**src/rtl/irq_entry_pkg.sv**
```systemverilog
package irq_entry_pkg;
  localparam int ILVL_W   = 4;
  localparam int EXCM_BIT = 4;
  localparam int UM_BIT   = 5;
  localparam int CAUSE_W  = 6;

  typedef struct packed {
    logic take;
    logic high;
    logic dbl;
    logic user;
  } entryCtl_t;
endpackage

```
**src/rtl/irq_entry_ctrl.sv**
```systemverilog
module irq_entry_ctrl
  import irq_entry_pkg::*;
#(
  parameter int NLEVEL = 7,
  parameter int XLEN   = 32
) (
  input  logic [ILVL_W-1:0]      reqLevel,
  input  logic [ILVL_W-1:0]      curLevel,
  input  logic                   excMode,
  input  logic                   userMode,
  input  logic [NLEVEL*XLEN-1:0] levelMask,
  input  logic [XLEN-1:0]        intPending,
  input  logic [XLEN-1:0]        intEnable,
  output entryCtl_t              ctl
);
  logic [NLEVEL:1] hitVec;
  logic [XLEN-1:0] live;

  assign live = intPending & intEnable;

  for (genvar g = 1; g <= NLEVEL; g++) begin : gHit
    assign hitVec[g] = |(levelMask[(g-1)*XLEN +: XLEN] & live);
  end

  logic hit;
  always_comb begin
    hit = 1'b0;
    for (int i = 1; i <= NLEVEL; i++) begin
      if (reqLevel == ILVL_W'(i)) hit = hitVec[i];
    end
  end

  always_comb begin
    ctl.take = hit && (reqLevel > curLevel);
    ctl.high = reqLevel > ILVL_W'(1);
    ctl.dbl  = excMode;
    ctl.user = userMode;
  end
endmodule

```
**src/rtl/irq_entry_dp.sv**
```systemverilog
module irq_entry_dp
  import irq_entry_pkg::*;
#(
  parameter int          NLEVEL        = 7,
  parameter int          XLEN          = 32,
  parameter bit          RELOC_EN      = 1'b1,
  parameter bit          HAS_DEPC      = 1'b1,
  parameter logic [31:0] RESET_VECBASE = 32'hD000_0000,
  parameter logic [31:0] HI_VEC_BASE   = 32'hD000_0180,
  parameter logic [31:0] VEC_STRIDE    = 32'h0000_0020,
  parameter logic [31:0] KERNEL_VEC    = 32'hD000_0300,
  parameter logic [31:0] USER_VEC      = 32'hD000_0340,
  parameter logic [31:0] DOUBLE_VEC    = 32'hD000_03C0,
  parameter logic [CAUSE_W-1:0] LVL1_CAUSE = 6'd4
) (
  input  logic                clk,
  input  logic                rst_n,
  input  entryCtl_t           ctl,
  input  logic [ILVL_W-1:0]   reqLevel,
  input  logic [XLEN-1:0]     psIn,
  input  logic [XLEN-1:0]     pcIn,
  input  logic [XLEN-1:0]     vecBase,
  output logic                takenPulse,
  output logic [XLEN-1:0]     pcOut,
  output logic [XLEN-1:0]     psOut,
  output logic [XLEN-1:0]     savedPc,
  output logic [XLEN-1:0]     savedPs,
  output logic [NLEVEL-1:0]   epcWe,
  output logic [NLEVEL-2:0]   epsWe,
  output logic                depcWe,
  output logic                causeWe,
  output logic [CAUSE_W-1:0]  causeOut
);
  localparam logic [XLEN-1:0] EXCM_MASK = XLEN'(1) << EXCM_BIT;
  localparam logic [XLEN-1:0] ILVL_MASK = XLEN'((1 << ILVL_W) - 1);

  function automatic logic [XLEN-1:0] reloc(input logic [XLEN-1:0] v,
                                            input logic [XLEN-1:0] base);
    if (RELOC_EN) return v - XLEN'(RESET_VECBASE) + base;
    else          return v;
  endfunction

  logic [NLEVEL-1:0] lvlHot;
  for (genvar g = 0; g < NLEVEL; g++) begin : gHot
    assign lvlHot[g] = (reqLevel == ILVL_W'(g + 1));
  end

  logic [XLEN-1:0]   nPc, nPs, rawVec;
  logic [NLEVEL-1:0] nEpcWe;
  logic [NLEVEL-2:0] nEpsWe;
  logic              nDepcWe, nCauseWe;

  always_comb begin
    nEpcWe   = '0;
    nEpsWe   = '0;
    nDepcWe  = 1'b0;
    nCauseWe = 1'b0;
    if (ctl.high) begin
      nEpcWe = lvlHot;
      nEpsWe = lvlHot[NLEVEL-1:1];
      nPs    = (psIn & ~ILVL_MASK) | XLEN'(reqLevel) | EXCM_MASK;
      rawVec = XLEN'(HI_VEC_BASE) + (XLEN'(reqLevel) - XLEN'(2)) * XLEN'(VEC_STRIDE);
    end else begin
      nCauseWe = 1'b1;
      nPs      = psIn | EXCM_MASK;
      if (ctl.dbl) begin
        if (HAS_DEPC) nDepcWe   = 1'b1;
        else          nEpcWe[0] = 1'b1;
        rawVec = XLEN'(DOUBLE_VEC);
      end else begin
        nEpcWe[0] = 1'b1;
        rawVec    = ctl.user ? XLEN'(USER_VEC) : XLEN'(KERNEL_VEC);
      end
    end
    nPc = reloc(rawVec, vecBase);
  end

  always_ff @(posedge clk) begin
    if (!rst_n) begin
      takenPulse <= 1'b0;
      pcOut      <= '0;
      psOut      <= '0;
      savedPc    <= '0;
      savedPs    <= '0;
      epcWe      <= '0;
      epsWe      <= '0;
      depcWe     <= 1'b0;
      causeWe    <= 1'b0;
      causeOut   <= '0;
    end else begin
      takenPulse <= ctl.take;
      epcWe      <= ctl.take ? nEpcWe : '0;
      epsWe      <= ctl.take ? nEpsWe : '0;
      depcWe     <= ctl.take & nDepcWe;
      causeWe    <= ctl.take & nCauseWe;
      if (ctl.take) begin
        pcOut   <= nPc;
        psOut   <= nPs;
        savedPc <= pcIn;
        savedPs <= psIn;
        if (nCauseWe) causeOut <= LVL1_CAUSE;
      end
    end
  end
endmodule

```
**src/rtl/irq_entry_top.sv**
```systemverilog
module irq_entry_top
  import irq_entry_pkg::*;
#(
  parameter int          NLEVEL        = 7,
  parameter int          XLEN          = 32,
  parameter bit          RELOC_EN      = 1'b1,
  parameter bit          HAS_DEPC      = 1'b1,
  parameter logic [31:0] RESET_VECBASE = 32'hD000_0000,
  parameter logic [31:0] HI_VEC_BASE   = 32'hD000_0180,
  parameter logic [31:0] VEC_STRIDE    = 32'h0000_0020,
  parameter logic [31:0] KERNEL_VEC    = 32'hD000_0300,
  parameter logic [31:0] USER_VEC      = 32'hD000_0340,
  parameter logic [31:0] DOUBLE_VEC    = 32'hD000_03C0,
  parameter logic [5:0]  LVL1_CAUSE    = 6'd4
) (
  input  logic                   clk,
  input  logic                   rst_n,
  input  logic [3:0]             reqLevel,
  input  logic [XLEN-1:0]        psIn,
  input  logic [NLEVEL*XLEN-1:0] levelMask,
  input  logic [XLEN-1:0]        intPending,
  input  logic [XLEN-1:0]        intEnable,
  input  logic [XLEN-1:0]        pcIn,
  input  logic [XLEN-1:0]        vecBase,
  output logic                   takenPulse,
  output logic [XLEN-1:0]        pcOut,
  output logic [XLEN-1:0]        psOut,
  output logic [XLEN-1:0]        savedPc,
  output logic [XLEN-1:0]        savedPs,
  output logic [NLEVEL-1:0]      epcWe,
  output logic [NLEVEL-2:0]      epsWe,
  output logic                   depcWe,
  output logic                   causeWe,
  output logic [5:0]             causeOut
);
  entryCtl_t ctl;

  irq_entry_ctrl #(.NLEVEL(NLEVEL), .XLEN(XLEN)) u_ctrl (
    .reqLevel  (reqLevel),
    .curLevel  (psIn[ILVL_W-1:0]),
    .excMode   (psIn[EXCM_BIT]),
    .userMode  (psIn[UM_BIT]),
    .levelMask (levelMask),
    .intPending(intPending),
    .intEnable (intEnable),
    .ctl       (ctl)
  );

  irq_entry_dp #(
    .NLEVEL(NLEVEL), .XLEN(XLEN), .RELOC_EN(RELOC_EN), .HAS_DEPC(HAS_DEPC),
    .RESET_VECBASE(RESET_VECBASE), .HI_VEC_BASE(HI_VEC_BASE),
    .VEC_STRIDE(VEC_STRIDE), .KERNEL_VEC(KERNEL_VEC), .USER_VEC(USER_VEC),
    .DOUBLE_VEC(DOUBLE_VEC), .LVL1_CAUSE(LVL1_CAUSE)
  ) u_dp (
    .clk(clk), .rst_n(rst_n), .ctl(ctl), .reqLevel(reqLevel), .psIn(psIn),
    .pcIn(pcIn), .vecBase(vecBase), .takenPulse(takenPulse), .pcOut(pcOut),
    .psOut(psOut), .savedPc(savedPc), .savedPs(savedPs), .epcWe(epcWe),
    .epsWe(epsWe), .depcWe(depcWe), .causeWe(causeWe), .causeOut(causeOut)
  );
endmodule

```
**config.mk**
```make
export PLATFORM = sky130hd
export DESIGN_NAME = irq_entry_top
export DESIGN_NICKNAME = d
export VERILOG_FILES = /design/src/rtl/irq_entry_pkg.sv /design/src/rtl/irq_entry_ctrl.sv /design/src/rtl/irq_entry_dp.sv /design/src/rtl/irq_entry_top.sv
export SDC_FILE = /design/constraint.sdc
export NUM_CORES = 1
export LEC_CHECK = 0
export BUFFER_PORTS_ARGS = -buffer_cell sky130_fd_sc_hd__buf_2
export CAP_MARGIN = 20
export CORE_AREA = 3 3 207 209
export DETAILED_ROUTE_END_ITERATION = 10
export DIE_AREA = 0 0 210 212
export GPL_TIMING_DRIVEN = 0
export PLACE_DENSITY = 0.54
export REMOVE_ABC_BUFFERS = 1
export SYNTH_ARGS = -nofsm -noshare
export SYNTH_HDL_FRONTEND = slang
export SYNTH_SLANG_ARGS = --single-unit
```
**constraint.sdc**
```tcl
create_clock -name clk -period 8.55 [get_ports clk]
set_input_delay 1.71 -clock clk [delete_from_list [all_inputs] [get_ports clk]]
set_output_delay 1.71 -clock clk [all_outputs]
set_load 0.01 [all_outputs]
```
; Word level (Yosys, flattened, before mapping)
; Cells that the tools add are included.
[word_totals]
regBits = 145
in_bits = 390
elab_cells = 62
[op_classes]
addsub = 4
n_lt_le_gt_ge = 2
eq_ne = 7
muxes = 17
n_bitwise = 12
n_reduce_logical = 10
[op_table]
columns = operator, count
row1 = AND 32 bit, 8
row2 = OR reduction 32 bit, 7
row3 = 2-to-1 mux 32 bit, 3
row4 = adder 32 bit, 1
row5 = "adder 32 bit, first input constant", 1
row6 = OR 32 x 4 -> 32 bit, 1
row7 = "subtractor 32 bit, second input constant", 1
row8 = "== test 4 x 3 -> 1 bit, second input constant", 4
row9 = 2-to-1 mux 1 bit, 12
row10 = "== test 4 x 2 -> 1 bit, second input constant", 2
row11 = 2-to-1 mux 7 bit, 1
row12 = 2-to-1 mux 6 bit, 1
row13 = "subtractor 4 x 2 -> 5 bit, second input constant", 1
row14 = "== test 4 x 1 -> 1 bit, second input constant", 1
row15 = "greater-than comparator 4 x 1 -> 1 bit, second input constant", 1
row16 = greater-than comparator 4 bit, 1
row17 = AND reduction 2 bit, 2
row18 = AND 1 bit, 2
row19 = logical AND 1 bit, 1
row20 = NOT 1 bit, 1

; Logic depth before layout (Yosys ltp)
; Gate-level depths: netlist of the first run.
[logic_depth]
depth_word = 12
depth_mapped = 18

; Hierarchy
; From an unflattened synthesis of the first run, not the netlist that was laid out.
[unflattened]
hier_cells = 900
area_unflattened_um2 = 7976.4
[by_module_without_submodules]
columns = module, n_inst, cells_each, area_each_um2, seq_area_each_um2
row1 = irq_entry_dp, 1, 655, 6221.0, 2242.2
row2 = irq_entry_ctrl, 1, 245, 1755.4, 0.0

; Worst setup path after synthesis of the first run
; Ideal clock, no wire load.
[synth_timing]
path_type = input-to-reg
start = input reqLevel[2]
end = register u_dp.pcOut[27]
setup_ns = 0.141
t_arrival_ns = 5.356
required_ns = 8.409
slack_ns = 3.053
path_stages = 16
n_path_buf = 1
path_cell_list = nor2_1 -> nand2_1 -> inv_1 -> clkbuf_1 -> ha_1 -> nor2b_1 -> ha_1 -> ha_1 -> and3_1 -> a211o_1 -> a21oi_1 -> o21ai_0 -> a311oi_1 -> mux2_2 -> o21ai_0 -> a21oi_1
[synth_between]
elab_chain_cells = 9
elab_cells_between_ends = 22
[synth_lines]
columns = item, line
row1 = start: declaration, irq_entry_top.sv:18  ; input logic [3:0] reqLevel,
row2 = branches (longest 9 deep; another with adder 32 bit), -
row3 = end signal: assignment, irq_entry_dp.sv:97  ; pcOut <= nPc;
row4 = end: declaration, irq_entry_dp.sv:24  ; output logic [XLEN-1:0] pcOut,
; Parallel ways; which one is timed is not known.
; A chain may end at the register's enable or synchronous reset.

; Worst setup path in the final report of the first run
[layout_timing]
start = input reqLevel[3]
end = register u_dp.pcOut[27]
; Same word-level chain as after synthesis.

==> impl_metrics.csv, run 1 <==
group,metric,value,unit
route,via_per_inst,4.82,
timing,fin_crit,6480,ps
grt,grt_usage,20.5,%
power_and_ir_drop,power.leakage,5.41,nW
place,gp_congestion,0.939,
yosys,ys_top_cells_by_area,"dfxtp_1, mux2i_1, ha_1",
route,post-route-drc-count,0,
run,cap_violations,0,
clocking,path_clk_slew,90,ps
clocking,clock_latency,370,ps
power_and_ir_drop,fin_total_pwr,1.53,mW
grt,grt_max_degree,73,
yosys,synth_top_area_share,29.5,%
critical_path,slowest_delay,640,ps
grt,antenna_found_initial,17,
critical_path,required,8820,ps
layout,nets,1844,
timing,setup_viol,0,
clocking,htreeDepth,3,
route,drt_pass1_iterations,7,
floorplan,ios,540,
place,io_buffer_count,534,
clocking,cts_buffer_depth,2,
yosys,synth.avg_cell_area,8.40,um^2
yosys,synth_top_area_cell,"dfxtp_1",
timing,final-max-slew-violation-count,0,
route,wirelength,47800,um
grt,grt_overflow_total,0,
clocking,postCtsHoldBufs,0,
clocking,cts_made_buffers,9,
timing,fin_skew,0,ps
critical_path,cpMostUsedCell,"ha_1",
critical_path,cp_top_family,"compound AO/OA/AOI/OAI gates",
layout,finalInstanceArea,11000,um^2
clocking,cts.sinks,112,
critical_path,path_class,"primary input to flip-flop",
layout,final_common_cell,"buf_2",
place,place_area,10600,um^2
layout,utilization,26.8,%
critical_path,cp_cell_sequence,"buf_2, nor2_1, nand2_1, inv_1, nand2_1, ha_1, nor2_1, ha_1, ha_1, and2_1, o41ai_1, a21oi_1, a311oi_1, mux2_2, o21ai_0, a21oi_1",
place,hpwl,40900,um
yosys,synth-edff-count,0,
route,dr_total_vias,9370,
min_path,hp-class,"flip-flop to flip-flop",
clocking,postCtsResizedCells,0,
critical_path,start_kind,"primary input",
floorplan,fp.dieW,210,um
yosys,synth_seq_area_share,29.5,%
timing,tightestPinTransition,852,ps
timing,slew_headroom,43.0,%
layout,drive_gt1_share,40.7,%
power_and_ir_drop,ir_drop,119,uV
route,wl_per_cell,24.5,um
timing,rsz0062_at_grt,"false",
layout,final_cell_mix,"buf_2, nand3_1, nor2_1, dfxtp_1, mux2i_1",
yosys,ys_types,61,
floorplan,initial_utilization,18.5,%
critical_path,crit_fanout,12,
grt,grt_pass1_wl,65200,um
power_and_ir_drop,power_density,139,nW/um^2
yosys,ys.flop_type,"dfxtp_1",
floorplan,die_h,212,um
critical_path,crit_buf_inv,2,
run_status,status,"finished clean",
critical_path,crit_path_top_delay_cell,"o41ai_1",
route,postRouteAntennaNets,0,
clocking,cts_tree,"yes",
yosys,syn_inst,904,
yosys,ys_seq_elements,112,
grt,grt_pass1_vias,9370,
layout,area_growth,44.7,%
clocking,root_buffer,"clkbuf_16",
route,drt-initial-drc-count,538,
timing,fmax,154,MHz
critical_path,critPathArrivalTime,6750,ps
timing,hold_violations,0,
clocking,postCtsSetupBuffers,0,
yosys,syn_area,7590,um^2
layout,fillers,4567,
floorplan,die_area,44500,um^2
floorplan,rows,74,
yosys,yosys_warnings,0,
floorplan,core_area,41000,um^2
yosys,async_reset_ff_share,0,%
critical_path,crit_path_end_kind,"flip-flop",
timing,period_share,75.8,%
==> through the flow <==
stage	std cells	hold slack (ps)	setup TNS, ps	worst slack, ps
5_1_grt	1946	503	0	1660
6_report	1946	470	0	2070
4_1_cts	1935	473	0	1680
3_3_place_gp	1910	449	-476420	-6110
3_5_place_dp	1919	455	0	1260
2_1_floorplan	844	490	-70660	-1150
==> registers in the layout, indices dropped and copies added, names as in the netlist, 5 cells and up <==
| signal | count |
|---|---|
| u_dp.psOut | 5 |
| u_dp.epsWe | 6 |
| u_dp.savedPs | 32 |
| u_dp.savedPc | 32 |
| u_dp.pcOut | 32 |
==> kinds of logic (layout without fill, tap and decap cells) <==
family / Yosys count / in the layout / synth area share [%]
AO/OA/AOI/OAI: 152 / 152 / 14.7
XOR/XNOR: 24 / 24 / 2.77
adder cells (fa/ha/maj): 55 / 55 / 9.16
buffers and inverters: 84 / 578 / 6.99
flip-flops: 112 / 112 / 29.5
multiplexers: 90 / 90 / 11.9
other: 1 / 17 / 0.0494
AND/OR/NAND/NOR: 386 / 386 / 24.9
==> Yosys cell counts (16+ instances only) <==
library cell / instances
ha_1: 54
a21oi_1: 28
nor2_1: 114
nand4_1: 36
a32oi_1: 31
a31oi_1: 21
dfxtp_1: 112
nand3_1: 124
inv_1: 16
clkbuf_1: 17
xnor2_1: 20
mux2i_1: 89
buf_4: 39
and3_1: 26
nand2_1: 33
==> tightest hold or removal path, cell delays in order (launching register included) <==
cell and delay, ps:
dfxtp_1 330, a21oi_1 40, nor2_1 70
==> power breakdown <==
part / switching, mW / internal, mW
Clock: 0.221 / 0.232
Combinational: 0.292 / 0.216
Sequential: 0.0173 / 0.554
==> cell type report <==
cell class | instances | area [um^2] | share of cell area, %
Sequential cell | 112 | 2240 | 20.4
Multi-Input combinational cell | 714 | 4850 | 44.1
Clock buffer | 10 | 229 | 2.08
Antenna cell | 10 | 25.0 | 0.228
Tap cell | 532 | 666 | 6.06
Inverter | 18 | 70.1 | 0.638
Timing Repair Buffer | 544 | 2830 | 25.7
Clock inverter | 6 | 76.3 | 0.695
==> path summary, 6_finish.rpt <==
path | start | end | slack (ps) | cells past startpoint
min | u_dp.causeOut[2]$_SDFFE_PN0P_ | u_dp.causeOut[2]$_SDFFE_PN0P_ | 470 | 2
min reg2reg | u_dp.causeOut[2]$_SDFFE_PN0P_ | u_dp.causeOut[2]$_SDFFE_PN0P_ | 470 | 2
max reg2reg | u_dp.pcOut[29]$_SDFFE_PN0P_ | u_dp.pcOut[29]$_SDFFE_PN0P_ | 7840 | 2
max | reqLevel[3] | u_dp.pcOut[27]$_SDFFE_PN0P_ | 2070 | 16
==> metal layers <==
layer | up-vias | track usage (%) | part of all wire, % | wire, um
li1 | 4367 | - | - | -
met1 | 4373 | 21.5 | 37 | 17600
met2 | 525 | 38.3 | 52 | 24700
met3 | 95 | 3.85 | 6.2 | 2970
met4 | 10 | 11.7 | 5.0 | 2410
met5 | - | 0 | 0.14 | 67
Power figures use the tool's default switching activity.
==> run 2: changes to the inputs <==
--- a/config.mk
+++ b/config.mk
@@ -7,9 +7,9 @@
 export LEC_CHECK = 0
 export BUFFER_PORTS_ARGS = -buffer_cell sky130_fd_sc_hd__buf_2
 export CAP_MARGIN = 20
-export CORE_AREA = 3 3 207 209
+export CORE_AREA = 3 3 208 210
 export DETAILED_ROUTE_END_ITERATION = 10
-export DIE_AREA = 0 0 210 212
+export DIE_AREA = 0 0 211 213
 export GPL_TIMING_DRIVEN = 0
 export PLACE_DENSITY = 0.54
 export REMOVE_ABC_BUFFERS = 1
==> constraint.sdc (replaced) <==
create_clock -name clk -period 6.1 [get_ports clk]
set_input_delay 1.22 -clock clk [delete_from_list [all_inputs] [get_ports clk]]
set_output_delay 1.22 -clock clk [all_outputs]
set_load 0.01 [all_outputs]
==> run 2 against run 1 <==
Net effect: register-to-register slack got worse by 2400 ps; clock skew unchanged; non-clock buffer count increased by 1; total power is 41% higher; worst setup slack worse by 1500 ps; clock power increased by 43%; combinational power grew 39%; via count barely moved; cell count grew 0.57%; hold slack got worse by 6.2 ps; flip-flop and latch count unchanged; first-iteration DRC count increased by 15%; largest cell class unchanged.
==> impl_metrics.csv, run 2 (synthesis results as in run 1) <==
group,metric,value,unit
critical_path,crit_path_top_delay_cell,"a311oi_1",
grt,antenna_found_initial,15,
clocking,cts_buffer_depth,2,
layout,area_growth,45.7,%
power_and_ir_drop,internal_power,1.41,mW
critical_path,cp_cell_sequence,"buf_2, nor2_1, nand2_1, inv_1, nand2_1, ha_1, nor2_1, ha_1, ha_1, and2_1, o41ai_2, a21oi_1, a311oi_1, mux2_2, o21ai_0, a21oi_1",
route,via_per_inst,4.79,
clocking,htreeDepth,3,
critical_path,cp_top_family,"compound AO/OA/AOI/OAI gates",
timing,setup_viol,0,
power_and_ir_drop,ir_drop,163,uV
floorplan,rows,75,
route,wl_per_cell,24.1,um
power_and_ir_drop,power.switching,746,uW
place,hpwl,40200,um
clocking,root_buffer,"clkbuf_16",
clocking,cts.sinks,112,
floorplan,die_area,44900,um^2
critical_path,crit_fanout,12,
clocking,postCtsSetupBuffers,0,
layout,drive_gt1_share,40.9,%
layout,reg_top3,"u_dp.pcOut (32), u_dp.savedPc (32), u_dp.savedPs (32)",
place,dp.cells,1928,
grt,grt_pass1_vias,9215,
grt,grt_max_degree,67,
min_path,hp-class,"flip-flop to flip-flop",
grt,grt_pass1_wl,64500,um
timing,tightestPinTransition,714,ps
run_status,status,"finished clean",
layout,final_cell_mix,"buf_2, nand3_1, nor2_1, dfxtp_1, mux2i_1",
route,postRouteAntennaNets,0,
place,io_buffer_count,534,
power_and_ir_drop,p_clk_share,30.1,%
layout,final_common_cell,"buf_2",
timing,setup_slack,549,ps
layout,fillers,4621,
route,post-route-drc-count,0,
timing,rsz0062_at_grt,"false",
critical_path,cpMostUsedCell,"ha_1",
critical_path,path_class,"primary input to flip-flop",
timing,fin_skew,0,ps
timing,fin_setup_tns,0,ps
grt,grt_usage,20.1,%
clocking,cts_tree,"yes",
power_and_ir_drop,swShare,34.5,%
critical_path,crit_path_end_kind,"flip-flop",
critical_path,required,6370,ps
floorplan,fp.dieW,211,um
floorplan,ios,540,
timing,slew_headroom,52.3,%
timing,fin_crit,5550,ps
grt,grt_overflow_total,0,
run,cap_violations,0,
timing,fmax,180,MHz
floorplan,core_area,41800,um^2
place,place_area,10700,um^2
power_and_ir_drop,seq_power_share,37.1,%
route,dr_total_vias,9375,
power_and_ir_drop,fin_total_pwr,2.16,mW
power_and_ir_drop,power.leakage,5.44,nW
min_path,hp-start,"u_dp.pcOut[17]$_SDFFE_PN0P_",
timing,hold_violations,0,
critical_path,start_kind,"primary input",
clocking,cts_made_buffers,9,
critical_path,startpoint,"reqLevel[3]",
layout,finalInstanceArea,11100,um^2
place,gp_congestion,0.935,
route,drt-initial-drc-count,621,
route,wirelength,47200,um
timing,final-max-slew-violation-count,0,
power_and_ir_drop,power_density,195,nW/um^2
layout,stdcell_count,1957,
place,preCtsSetupSlack,-294,ps
critical_path,reg2reg_from,"u_dp.savedPc[26]$_SDFFE_PN0P_",
power_and_ir_drop,pwr-share-comb,32.8,%
critical_path,critPathArrivalTime,5820,ps
floorplan,initial_utilization,18.2,%
route,drt_pass1_iterations,5,
timing,period_share,91.0,%
critical_path,slowest_delay,580,ps
clocking,clock_latency,370,ps
layout,nets,1845,
critical_path,crit_buf_inv,2,
clocking,path_clk_slew,90,ps
floorplan,die_h,213,um
## run 2: routing by layer
metal  up-vias  track usage [%]  routed length (um)
met3        89             5.77                3590
met1      4414             20.3               16800
met4         8             13.2                2570
met5         -                0                  60
met2       507             36.4               24200
li1       4357                -                   -
## run 2: worst register-to-register path, cell delays in order, from the launching register on
cell,delay [ps]
dfxtp_1,360
mux2i_1,150
nor2_1,50
## run 2: worst paths after layout
kind | end | cells after the start | slack (ps)
worst max-delay path | u_dp.pcOut[27]$_SDFFE_PN0P_ | 16 | 550
worst min-delay path | u_dp.pcOut[17]$_SDFFE_PN0P_ | 2 | 460
worst max register to register | u_dp.savedPc[26]$_SDFFE_PN0P_ | 2 | 5430
worst min register to register | u_dp.pcOut[17]$_SDFFE_PN0P_ | 2 | 460
## run 2: final cells by class
| cell class | instances | area, um^2 | share of cell area (%) |
|---|---|---|---|
| antenna | 13 | 32.5 | 0.294 |
| clock buffer | 10 | 229 | 2.07 |
| clock inverter | 6 | 85.1 | 0.769 |
| inverter | 18 | 70.1 | 0.634 |
| multi-input combinational | 714 | 4860 | 43.9 |
| sequential | 112 | 2240 | 20.3 |
| tap | 539 | 674 | 6.10 |
| timing repair buffer | 545 | 2870 | 25.9 |
## run 2: power by group through the flow
stage | clock [mW] | combinational [mW] | sequential [mW]
2_1_floorplan | 0 | 0.330 | 0.844
3_3_place_gp | 0 | 0.724 | 0.817
3_5_place_dp | 0 | 0.710 | 0.818
4_1_cts | 0.695 | 0.713 | 0.802
5_1_grt | 0.711 | 0.774 | 0.808
6_report | 0.650 | 0.707 | 0.802
## run 2: timing repair
| item | 4_1_cts | 5_1_grt |
|---|---|---|
| gates resized for setup | 0 | 1 |
| setup endpoints to repair | 0 | 3 |
| hold buffers | 0 | 0 |
## run 2: stage by stage
step                      hold WS, ps  util, %
after floorplan                   490        -
after global placement            448     25.1
after detailed placement          454     25.6
after CTS                         469     26.4
after global routing              483     26.5
final                             464     26.5
